[config.mk]
export PLATFORM = sky130hd
export DESIGN_NAME = wdog_twostage
export DESIGN_NICKNAME = d
export VERILOG_FILES = /design/src/rtl/wdog_pkg.sv /design/src/rtl/wdog_regs.sv /design/src/rtl/wdog_core.sv /design/src/rtl/wdog_twostage.sv
export SDC_FILE = /design/constraint.sdc
export NUM_CORES = 1
export LEC_CHECK = 0
export BUFFER_PORTS_ARGS = -buffer_cell sky130_fd_sc_hd__buf_4
export CAP_MARGIN = 25
export CORE_MARGIN = 3
export CORE_UTILIZATION = 40
export DETAILED_ROUTE_END_ITERATION = 8
export MAX_ROUTING_LAYER = met4
export PLACE_DENSITY = 0.66
export SYNTH_ARGS = -nofsm -noshare
export SYNTH_HDL_FRONTEND = slang
export SYNTH_SLANG_ARGS = --single-unit
[constraint.sdc]
create_clock -name clk_i -period 3 [get_ports clk_i]
set_input_delay 0.6 -clock clk_i [delete_from_list [all_inputs] [get_ports clk_i]]
set_output_delay 0.6 -clock clk_i [all_outputs]
set_load 0.005 [all_outputs]
[src/rtl/wdog_pkg.sv]
package wdog_pkg;

  localparam int unsigned DW = 16;

  typedef enum logic [2:0] {
    REG_RLD   = 3'd0,
    REG_MBOX  = 3'd1,
    REG_STS1  = 3'd2,
    REG_STS2  = 3'd3,
    REG_CTL1  = 3'd4,
    REG_CTL2  = 3'd5,
    REG_TMR   = 3'd6,
    REG_SWGEN = 3'd7
  } wdog_reg_e;

  localparam logic [DW-1:0] STS1_MASK = 16'h0007;
  localparam logic [DW-1:0] STS2_MASK = 16'h0003;
  localparam logic [DW-1:0] CTL1_MASK = 16'h0003;
  localparam logic [DW-1:0] CTL2_RST  = 16'h0008;
  localparam logic [7:0]    SWGEN_RST = 8'h03;

  localparam int unsigned S1_TIMEOUT = 0;
  localparam int unsigned S1_SWSMI   = 1;
  localparam int unsigned S1_DOUT    = 2;
  localparam int unsigned S2_SECOND  = 0;
  localparam int unsigned S2_BOOT    = 1;
  localparam int unsigned C1_HALT    = 0;
  localparam int unsigned C1_LOCK    = 1;

  typedef struct packed {
    logic timeout;
    logic second;
  } wdog_ev_t;

  function automatic logic [DW-1:0] lane_merge(input logic [DW-1:0] old_v,
                                               input logic [DW-1:0] wd,
                                               input logic [1:0]    be);
    return {be[1] ? wd[15:8] : old_v[15:8], be[0] ? wd[7:0] : old_v[7:0]};
  endfunction

endpackage

[src/rtl/wdog_regs.sv]
module wdog_regs
  import wdog_pkg::*;
#(
  parameter int unsigned ADDR_W  = 5,
  parameter int unsigned CNT_W   = 10,
  parameter int unsigned TMR_RST = 4
) (
  input  logic              clk_i,
  input  logic              rst_ni,
  input  logic              wr_i,
  input  logic [ADDR_W-1:1] widx_i,
  input  logic [1:0]        be_i,
  input  logic [DW-1:0]     wdata_i,
  input  logic [DW-1:0]     rld_i,
  input  wdog_ev_t          ev_i,
  output logic [DW-1:0]     rword_o,
  output logic [CNT_W-1:0]  tmr_o,
  output logic              halt_o,
  output logic              halt_nxt_o,
  output logic              wr_any_o,
  output logic              wr_rld_o,
  output logic              wr_ctl1_o,
  output logic              din_wr_o
);

  localparam int unsigned IDX_W = ADDR_W - 1;

  logic            mapped;
  wdog_reg_e       sel;
  logic            wr_any;
  logic [7:0]      din_q, dout_q, swgen_q;
  logic [DW-1:0]   sts1_q, sts2_q, ctl1_q, ctl2_q;
  logic [CNT_W-1:0] tmr_q;
  logic [DW-1:0]   ctl1_m, tmr_m;
  logic [DW-1:0]   sts1_set, sts2_set;
  logic            dout_wr;

  if (IDX_W > 3) begin : g_hi_dec
    assign mapped = (widx_i[ADDR_W-1:4] == '0);
  end else begin : g_full_dec
    assign mapped = 1'b1;
  end

  assign sel    = wdog_reg_e'(widx_i[3:1]);
  assign wr_any = wr_i && (|be_i) && mapped;

  assign wr_rld_o  = wr_any && (sel == REG_RLD);
  assign wr_ctl1_o = wr_any && (sel == REG_CTL1);
  assign din_wr_o  = wr_any && (sel == REG_MBOX) && be_i[0];
  assign dout_wr   = wr_any && (sel == REG_MBOX) && be_i[1];
  assign wr_any_o  = wr_i && (|be_i);

  assign ctl1_m     = lane_merge(ctl1_q, wdata_i, be_i);
  assign tmr_m      = lane_merge({{(DW-CNT_W){1'b0}}, tmr_q}, wdata_i, be_i);
  assign halt_nxt_o = ctl1_m[C1_HALT];
  assign halt_o     = ctl1_q[C1_HALT];
  assign tmr_o      = tmr_q;

  always_comb begin
    sts1_set = '0;
    sts1_set[S1_TIMEOUT] = ev_i.timeout;
    sts1_set[S1_SWSMI]   = din_wr_o;
    sts1_set[S1_DOUT]    = dout_wr;
    sts2_set = '0;
    sts2_set[S2_SECOND]  = ev_i.second;
    sts2_set[S2_BOOT]    = ev_i.second;
  end

  always_ff @(posedge clk_i or negedge rst_ni) begin
    if (!rst_ni) begin
      din_q   <= '0;
      dout_q  <= '0;
      sts1_q  <= '0;
      sts2_q  <= '0;
      ctl1_q  <= '0;
      ctl2_q  <= CTL2_RST;
      tmr_q   <= CNT_W'(TMR_RST);
      swgen_q <= SWGEN_RST;
    end else begin
      if (wr_any && sel == REG_STS1) sts1_q <= lane_merge(sts1_q, wdata_i, be_i) & STS1_MASK;
      else                           sts1_q <= sts1_q | sts1_set;
      if (wr_any && sel == REG_STS2) sts2_q <= lane_merge(sts2_q, wdata_i, be_i) & STS2_MASK;
      else                           sts2_q <= sts2_q | sts2_set;
      if (din_wr_o) din_q  <= wdata_i[7:0];
      if (dout_wr)  dout_q <= wdata_i[15:8];
      if (wr_ctl1_o) begin
        ctl1_q <= (ctl1_m & CTL1_MASK) | (ctl1_q & (DW'(1) << C1_LOCK));
      end
      if (wr_any && sel == REG_CTL2) ctl2_q <= lane_merge(ctl2_q, wdata_i, be_i);
      if (wr_any && sel == REG_TMR)  tmr_q  <= tmr_m[CNT_W-1:0];
      if (wr_any && sel == REG_SWGEN && be_i[0]) swgen_q <= wdata_i[7:0];
    end
  end

  always_comb begin
    rword_o = '0;
    if (mapped) begin
      unique case (sel)
        REG_RLD:   rword_o = rld_i;
        REG_MBOX:  rword_o = {dout_q, din_q};
        REG_STS1:  rword_o = sts1_q;
        REG_STS2:  rword_o = sts2_q;
        REG_CTL1:  rword_o = ctl1_q;
        REG_CTL2:  rword_o = ctl2_q;
        REG_TMR:   rword_o = {{(DW-CNT_W){1'b0}}, tmr_q};
        REG_SWGEN: rword_o = {8'h00, swgen_q};
        default:   rword_o = '0;
      endcase
    end
  end

  // lock survives every write
  p_lock_sticky_r9: assert property (@(posedge clk_i) disable iff (!rst_ni)
    $past(ctl1_q[C1_LOCK]) |-> ctl1_q[C1_LOCK]);

  // status never holds unimplemented bits
  p_sts_masked_r11: assert property (@(posedge clk_i) disable iff (!rst_ni)
    ((sts1_q & ~STS1_MASK) == '0) && ((sts2_q & ~STS2_MASK) == '0));

endmodule

[src/rtl/wdog_core.sv]
module wdog_core
  import wdog_pkg::*;
#(
  parameter int unsigned CNT_W = 10
) (
  input  logic             clk_i,
  input  logic             rst_ni,
  input  logic             tick_i,
  input  logic             bus_wr_i,
  input  logic             wr_rld_i,
  input  logic             wr_ctl1_i,
  input  logic [1:0]       be_i,
  input  logic [DW-1:0]    wdata_i,
  input  logic             halt_i,
  input  logic             halt_nxt_i,
  input  logic [CNT_W-1:0] tmr_i,
  input  logic             noreboot_i,
  input  logic             smi_en_i,
  input  logic             din_wr_i,
  output logic [DW-1:0]    rld_o,
  output wdog_ev_t         ev_o,
  output logic             smi_o,
  output logic             nmi_o,
  output logic             reboot_o
);

  logic [DW-1:0] rld_q, tmr_ext;
  logic          run_q, to_q;
  logic          tmr_ok, can_run, can_run_ctl;
  logic          tick_eff, expire, second, do_reboot, intr;
  logic          smi_q, nmi_q, reboot_q;

  assign tmr_ext     = {{(DW-CNT_W){1'b0}}, tmr_i};
  assign tmr_ok      = tmr_i > CNT_W'(1);
  assign can_run     = !halt_i && tmr_ok;
  assign can_run_ctl = !halt_nxt_i && tmr_ok;

  // bus writes own the cycle; a coincident tick is dropped
  assign tick_eff  = tick_i && !bus_wr_i;
  assign expire    = run_q && tick_eff && (rld_q <= DW'(1));
  assign second    = expire && to_q;
  assign do_reboot = second && !noreboot_i;
  assign intr      = expire && !do_reboot;

  assign ev_o.timeout = expire;
  assign ev_o.second  = second;

  always_ff @(posedge clk_i or negedge rst_ni) begin
    if (!rst_ni) begin
      rld_q    <= '0;
      run_q    <= 1'b0;
      to_q     <= 1'b0;
      smi_q    <= 1'b0;
      nmi_q    <= 1'b0;
      reboot_q <= 1'b0;
    end else begin
      smi_q    <= (intr && smi_en_i) || din_wr_i;
      nmi_q    <= intr && !smi_en_i;
      reboot_q <= do_reboot;
      if (wr_rld_i) begin
        to_q <= 1'b0;
        if (can_run) begin
          rld_q <= tmr_ext;
          run_q <= 1'b1;
        end else begin
          rld_q <= lane_merge(rld_q, wdata_i, be_i);
        end
      end else if (wr_ctl1_i) begin
        if (can_run_ctl) begin
          rld_q <= tmr_ext;
          run_q <= 1'b1;
        end else begin
          run_q <= 1'b0;
        end
      end else if (expire) begin
        if (do_reboot) begin
          rld_q <= '0;
          run_q <= 1'b0;
          to_q  <= 1'b0;
        end else begin
          rld_q <= tmr_ext;
          to_q  <= !to_q;
        end
      end else if (run_q && tick_eff) begin
        rld_q <= rld_q - DW'(1);
      end
    end
  end

  assign rld_o    = rld_q;
  assign smi_o    = smi_q;
  assign nmi_o    = nmi_q;
  assign reboot_o = reboot_q;

  p_pulse_excl_r12: assert property (@(posedge clk_i) disable iff (!rst_ni)
    $onehot0({smi_o, nmi_o, reboot_o}));

  p_reboot_gate_r7: assert property (@(posedge clk_i) disable iff (!rst_ni)
    reboot_o |-> !$past(noreboot_i));

  p_reboot_stop_r6: assert property (@(posedge clk_i) disable iff (!rst_ni)
    reboot_o |-> (!run_q && rld_q == '0 && !to_q));

  p_start_gate_r3: assert property (@(posedge clk_i) disable iff (!rst_ni)
    $rose(run_q) |-> (!halt_i && tmr_i > CNT_W'(1)));

  p_count_step_r4: assert property (@(posedge clk_i) disable iff (!rst_ni)
    ($past(run_q) && $past(tick_i) && !$past(bus_wr_i) && $past(rld_q) > DW'(1))
      |-> rld_q == $past(rld_q) - DW'(1));

endmodule

[src/rtl/wdog_twostage.sv]
module wdog_twostage
  import wdog_pkg::*;
#(
  parameter int unsigned ADDR_W  = 5,
  parameter int unsigned CNT_W   = 10,
  parameter int unsigned TMR_RST = 4
) (
  input  logic              clk_i,
  input  logic              rst_ni,
  input  logic [ADDR_W-1:0] addr_i,
  input  logic              wr_i,
  input  logic [1:0]        be_i,
  input  logic [DW-1:0]     wdata_i,
  output logic [DW-1:0]     rdata_o,
  input  logic              tick_i,
  input  logic              strap_noreboot_i,
  input  logic              cfg_noreboot_i,
  input  logic              smi_tco_en_i,
  output logic              smi_o,
  output logic              nmi_o,
  output logic              reboot_o
);

  logic [1:0]       be_w;
  logic [DW-1:0]    wd_w, rword, rld;
  logic [CNT_W-1:0] tmr;
  logic             halt, halt_nxt, wr_any, wr_rld, wr_ctl1, din_wr;
  logic             noreboot;
  wdog_ev_t         ev;

  // odd address: byte access to the upper lane
  assign be_w    = addr_i[0] ? {be_i[0], 1'b0} : be_i;
  assign wd_w    = addr_i[0] ? {wdata_i[7:0], 8'h00} : wdata_i;
  assign rdata_o = addr_i[0] ? {8'h00, rword[15:8]} : rword;

  // strap high forces no-reboot regardless of the config bit
  assign noreboot = strap_noreboot_i || cfg_noreboot_i;

  wdog_regs #(
    .ADDR_W (ADDR_W),
    .CNT_W  (CNT_W),
    .TMR_RST(TMR_RST)
  ) i_regs (
    .clk_i     (clk_i),
    .rst_ni    (rst_ni),
    .wr_i      (wr_i),
    .widx_i    (addr_i[ADDR_W-1:1]),
    .be_i      (be_w),
    .wdata_i   (wd_w),
    .rld_i     (rld),
    .ev_i      (ev),
    .rword_o   (rword),
    .tmr_o     (tmr),
    .halt_o    (halt),
    .halt_nxt_o(halt_nxt),
    .wr_any_o  (wr_any),
    .wr_rld_o  (wr_rld),
    .wr_ctl1_o (wr_ctl1),
    .din_wr_o  (din_wr)
  );

  wdog_core #(
    .CNT_W(CNT_W)
  ) i_core (
    .clk_i     (clk_i),
    .rst_ni    (rst_ni),
    .tick_i    (tick_i),
    .bus_wr_i  (wr_any),
    .wr_rld_i  (wr_rld),
    .wr_ctl1_i (wr_ctl1),
    .be_i      (be_w),
    .wdata_i   (wd_w),
    .halt_i    (halt),
    .halt_nxt_i(halt_nxt),
    .tmr_i     (tmr),
    .noreboot_i(noreboot),
    .smi_en_i  (smi_tco_en_i),
    .din_wr_i  (din_wr),
    .rld_o     (rld),
    .ev_o      (ev),
    .smi_o     (smi_o),
    .nmi_o     (nmi_o),
    .reboot_o  (reboot_o)
  );

endmodule

==> flow_summary.ini <==
[worst_setup_path]
worstRegToRegCells = 6
cp_num_buf_inv = 3
slowest_delay_ps = 360
worstPathRequired_ps = 2400
end_kind = primary output
cp.arrival_ps = 2110
r2r-end = i_core.rld_o[7]
timing.critical_path.mode_cell = buf_4
cp_max_fo = 15
rrSetupSlack_ps = 400
cp_slowest_cell = mux2_2
crit_path_cell_trace = buf_4 > buf_4 > mux2_2 > a22oi_1 > nor2_1 > nor2_1 > a21oi_1 > buf_4
setup.worst_path.start_class = primary input
worstSetupPathType = primary input to primary output
cp_top_family = buffers and inverters
r2r_start = i_core.rld_o[4]

[cts]
cts.sinks = 78
cts_buffers = 9
cts.clk_slew.worst_paths_ps = 60
clock_path_buffers = 2
cts_resized = 0
clock-root-buffer = clkbuf_16
cts_max_level = 3
clkLatencyLatePin_ps = 350
post_cts_buffers = 0
cts_tree = yes
cts_hold_buf = 0

[global_route]
grt_pass1_vias = 4299
antenna_found_initial = 0
track_usage_pct = 24.6
grt_pass1_wl_mm = 23.9
grt_max_degree = 79
grt_overflow = 0

[drt]
wl_met3_mm = 1.07
drt-total-wl_mm = 14.9
drt_iter0_drc = 467
top_layer = met4
drt_first_pass_iters = 5
drc = 0
drt-met1-wl_mm = 6.75
vias = 4271
via_per_inst = 6.02
route.met2.wl_mm = 6.83
wl_per_cell_um = 21.1
ant_nets = 0

[pwr]
p_leak_nw = 2.44
power_frac_clock_pct = 35.5
p_switching_mw = 1.08
pwr_density_cell_nw_per_um2 = 630
swShare_pct = 30.6
combPwrFrac_pct = 22.0
vdd_ir_drop_max_mv = 0.430
p_int_mw = 2.45
p_seq_share_pct = 42.5

[sta]
post-route-period-util_pct = 90.3
slew_headroom_pct = 54.7
drv_slew = 0
rsz0062_at_grt = no
finalHoldViolCount = 0
clock_skew_ps = 8.80
max_freq_mhz = 369
tns_ps = 0
period_needed_ps = 2710
setup_viol = 0
worst_pin_slew_ps = 679

[floorplan]
std_cell_rows = 38
io_pins = 49
core_um2 = 11100
initial_core_util_pct = 41.8
dieHeight_um = 114
die_area_um2 = 12900
die_x_um = 114

[synthesis]
synth_warnings = 0
synth_area_leaders = dfrtp_1, mux2_2, nor2_1
avgSynthCellArea_um2 = 9.07
synth_nets = 542
synth_cells = 510
synth.most_common_cell = nor2_1
synth_commonest_cells = nor2_1, dfrtp_1, a21oi_1, nand2_1, mux2_2
synth_top_family_by_area = compound AO/OA/AOI/OAI gates
seq_area_frac_synth_pct = 42.3
synth_edf_count = 0
synthAdderAreaFrac_pct = 0.541
synth-async-reset-ratio_pct = 100
synth-simple-area-share_pct = 18.8
synth_ff_type = dfrtp_1
synth.top_cell.area_share_pct = 40.0
yosys.area_share.xor_xnor_pct = 0.757
synth_compound_area_share_pct = 21.4
muxShareOfSynthArea_pct = 12.2
ys_types = 57
synth_area_um2 = 4630
yosysTopAreaCell = dfrtp_1
yosys_register_bits = 78

[place]
place_area_um2 = 5230
port_buffers = 48
place_congestion = 0.919
hpwl_mm = 11.1

[min_path]
worstHoldPathType = primary input to async pin

[finish]
final_util_pct = 50.5
antenna_cells = 0
drive_above_1_share_pct = 25.0
final_nets = 597
fin_area_um2 = 5590
area_growth_pct = 20.8

[flow_run]
drv_cap = 0

[run_status]
status = completed
-- metrics by stage --
step | worst slack, ps | hold WS, ps | cells | total power, mW
6_report | 291 | 209 | 709 | 3.52
5_1_grt | 211 | 235 | 709 | 3.71
4_1_cts | 332 | 418 | 708 | 3.54
3_5_place_dp | 257 | 469 | 693 | 2.28
3_3_place_gp | 238 | 452 | 693 | 2.26
2_1_floorplan | 231 | 304 | 510 | 1.97
-- registers in the layout, summed over array words and instances, names as in the netlist, 2 cells and up --
| name | cells |
|---|---|
| i_regs.din_q | 8 |
| i_regs.sts2_q | 2 |
| i_regs.sts1_q | 3 |
| i_regs.ctl2_q | 16 |
| i_regs.swgen_q | 8 |
| i_regs.ctl1_q | 2 |
| i_core.rld_o | 16 |
| i_regs.dout_q | 8 |
| i_regs.tmr_o | 10 |
-- metal layers --
metal	track usage (%)	up-vias
li1	-	1969
met5	-	-
met4	6.97	0
met3	5.31	21
met1	33.9	2102
met2	36.7	179
-- how the worst max path moves through the flow --
stage               from  slack (ps)                to  cells after the start
6_report       addr_i[1]         290        rdata_o[3]                      8
5_1_grt        addr_i[1]         210        rdata_o[0]                      9
4_1_cts        addr_i[1]         330        rdata_o[5]                      8
3_5_place_dp   addr_i[4]         260  i_core.rld_o[14]                      9
3_3_place_gp   addr_i[4]         240  i_core.rld_o[14]                      9
2_1_floorplan  addr_i[1]         230        rdata_o[2]                      7
-- kinds of logic (layout without fill, tap and decap cells) --
logic type,Yosys count,count (layout)
mux,51,51
buf+inv,44,103
xor+xnor,4,4
fa+ha+maj,2,2
simple gates,183,183
flops,78,78
compound gates,148,148
-- cell usage in the layout, fill, tap and decap left out, types with 4 or more instances in the layout --
cell type / instances
dfrtp_1: 74
nand2_1: 40
a22oi_1: 9
dfstp_2: 4
o2bb2ai_1: 7
nor2b_1: 10
mux2_2: 33
o21ai_0: 23
o211ai_1: 7
o22ai_1: 6
xnor2_1: 4
nor2_1: 76
a21oi_1: 47
nand2b_1: 12
clkbuf_16: 9
o22a_1: 4
inv_1: 13
o2111ai_1: 5
nand3_1: 6
mux2i_1: 17
a211o_1: 4
a222oi_1: 4
buf_4: 74
nor3_1: 15
-- cell type report --
cell class | count | area [um^2]
Timing Repair Buffer | 75 | 583
Multi-Input combinational cell | 388 | 2490
Sequential cell | 78 | 1960
Tap cell | 140 | 175
Clock inverter | 6 | 111
Inverter | 13 | 48.8
Fill cell | 1065 | 5490
Clock buffer | 9 | 225
-- power groups by stage --
| stage | sequential [mW] | clock (mW) | combinational [mW] |
|---|---|---|---|
| floorplan | 1.42 | 0 | 0.546 |
| global placement | 1.51 | 0 | 0.754 |
| detailed placement | 1.51 | 0 | 0.766 |
| CTS | 1.49 | 1.28 | 0.768 |
| global route | 1.53 | 1.32 | 0.869 |
| finish | 1.50 | 1.25 | 0.775 |
Power figures use the tool's default switching activity.
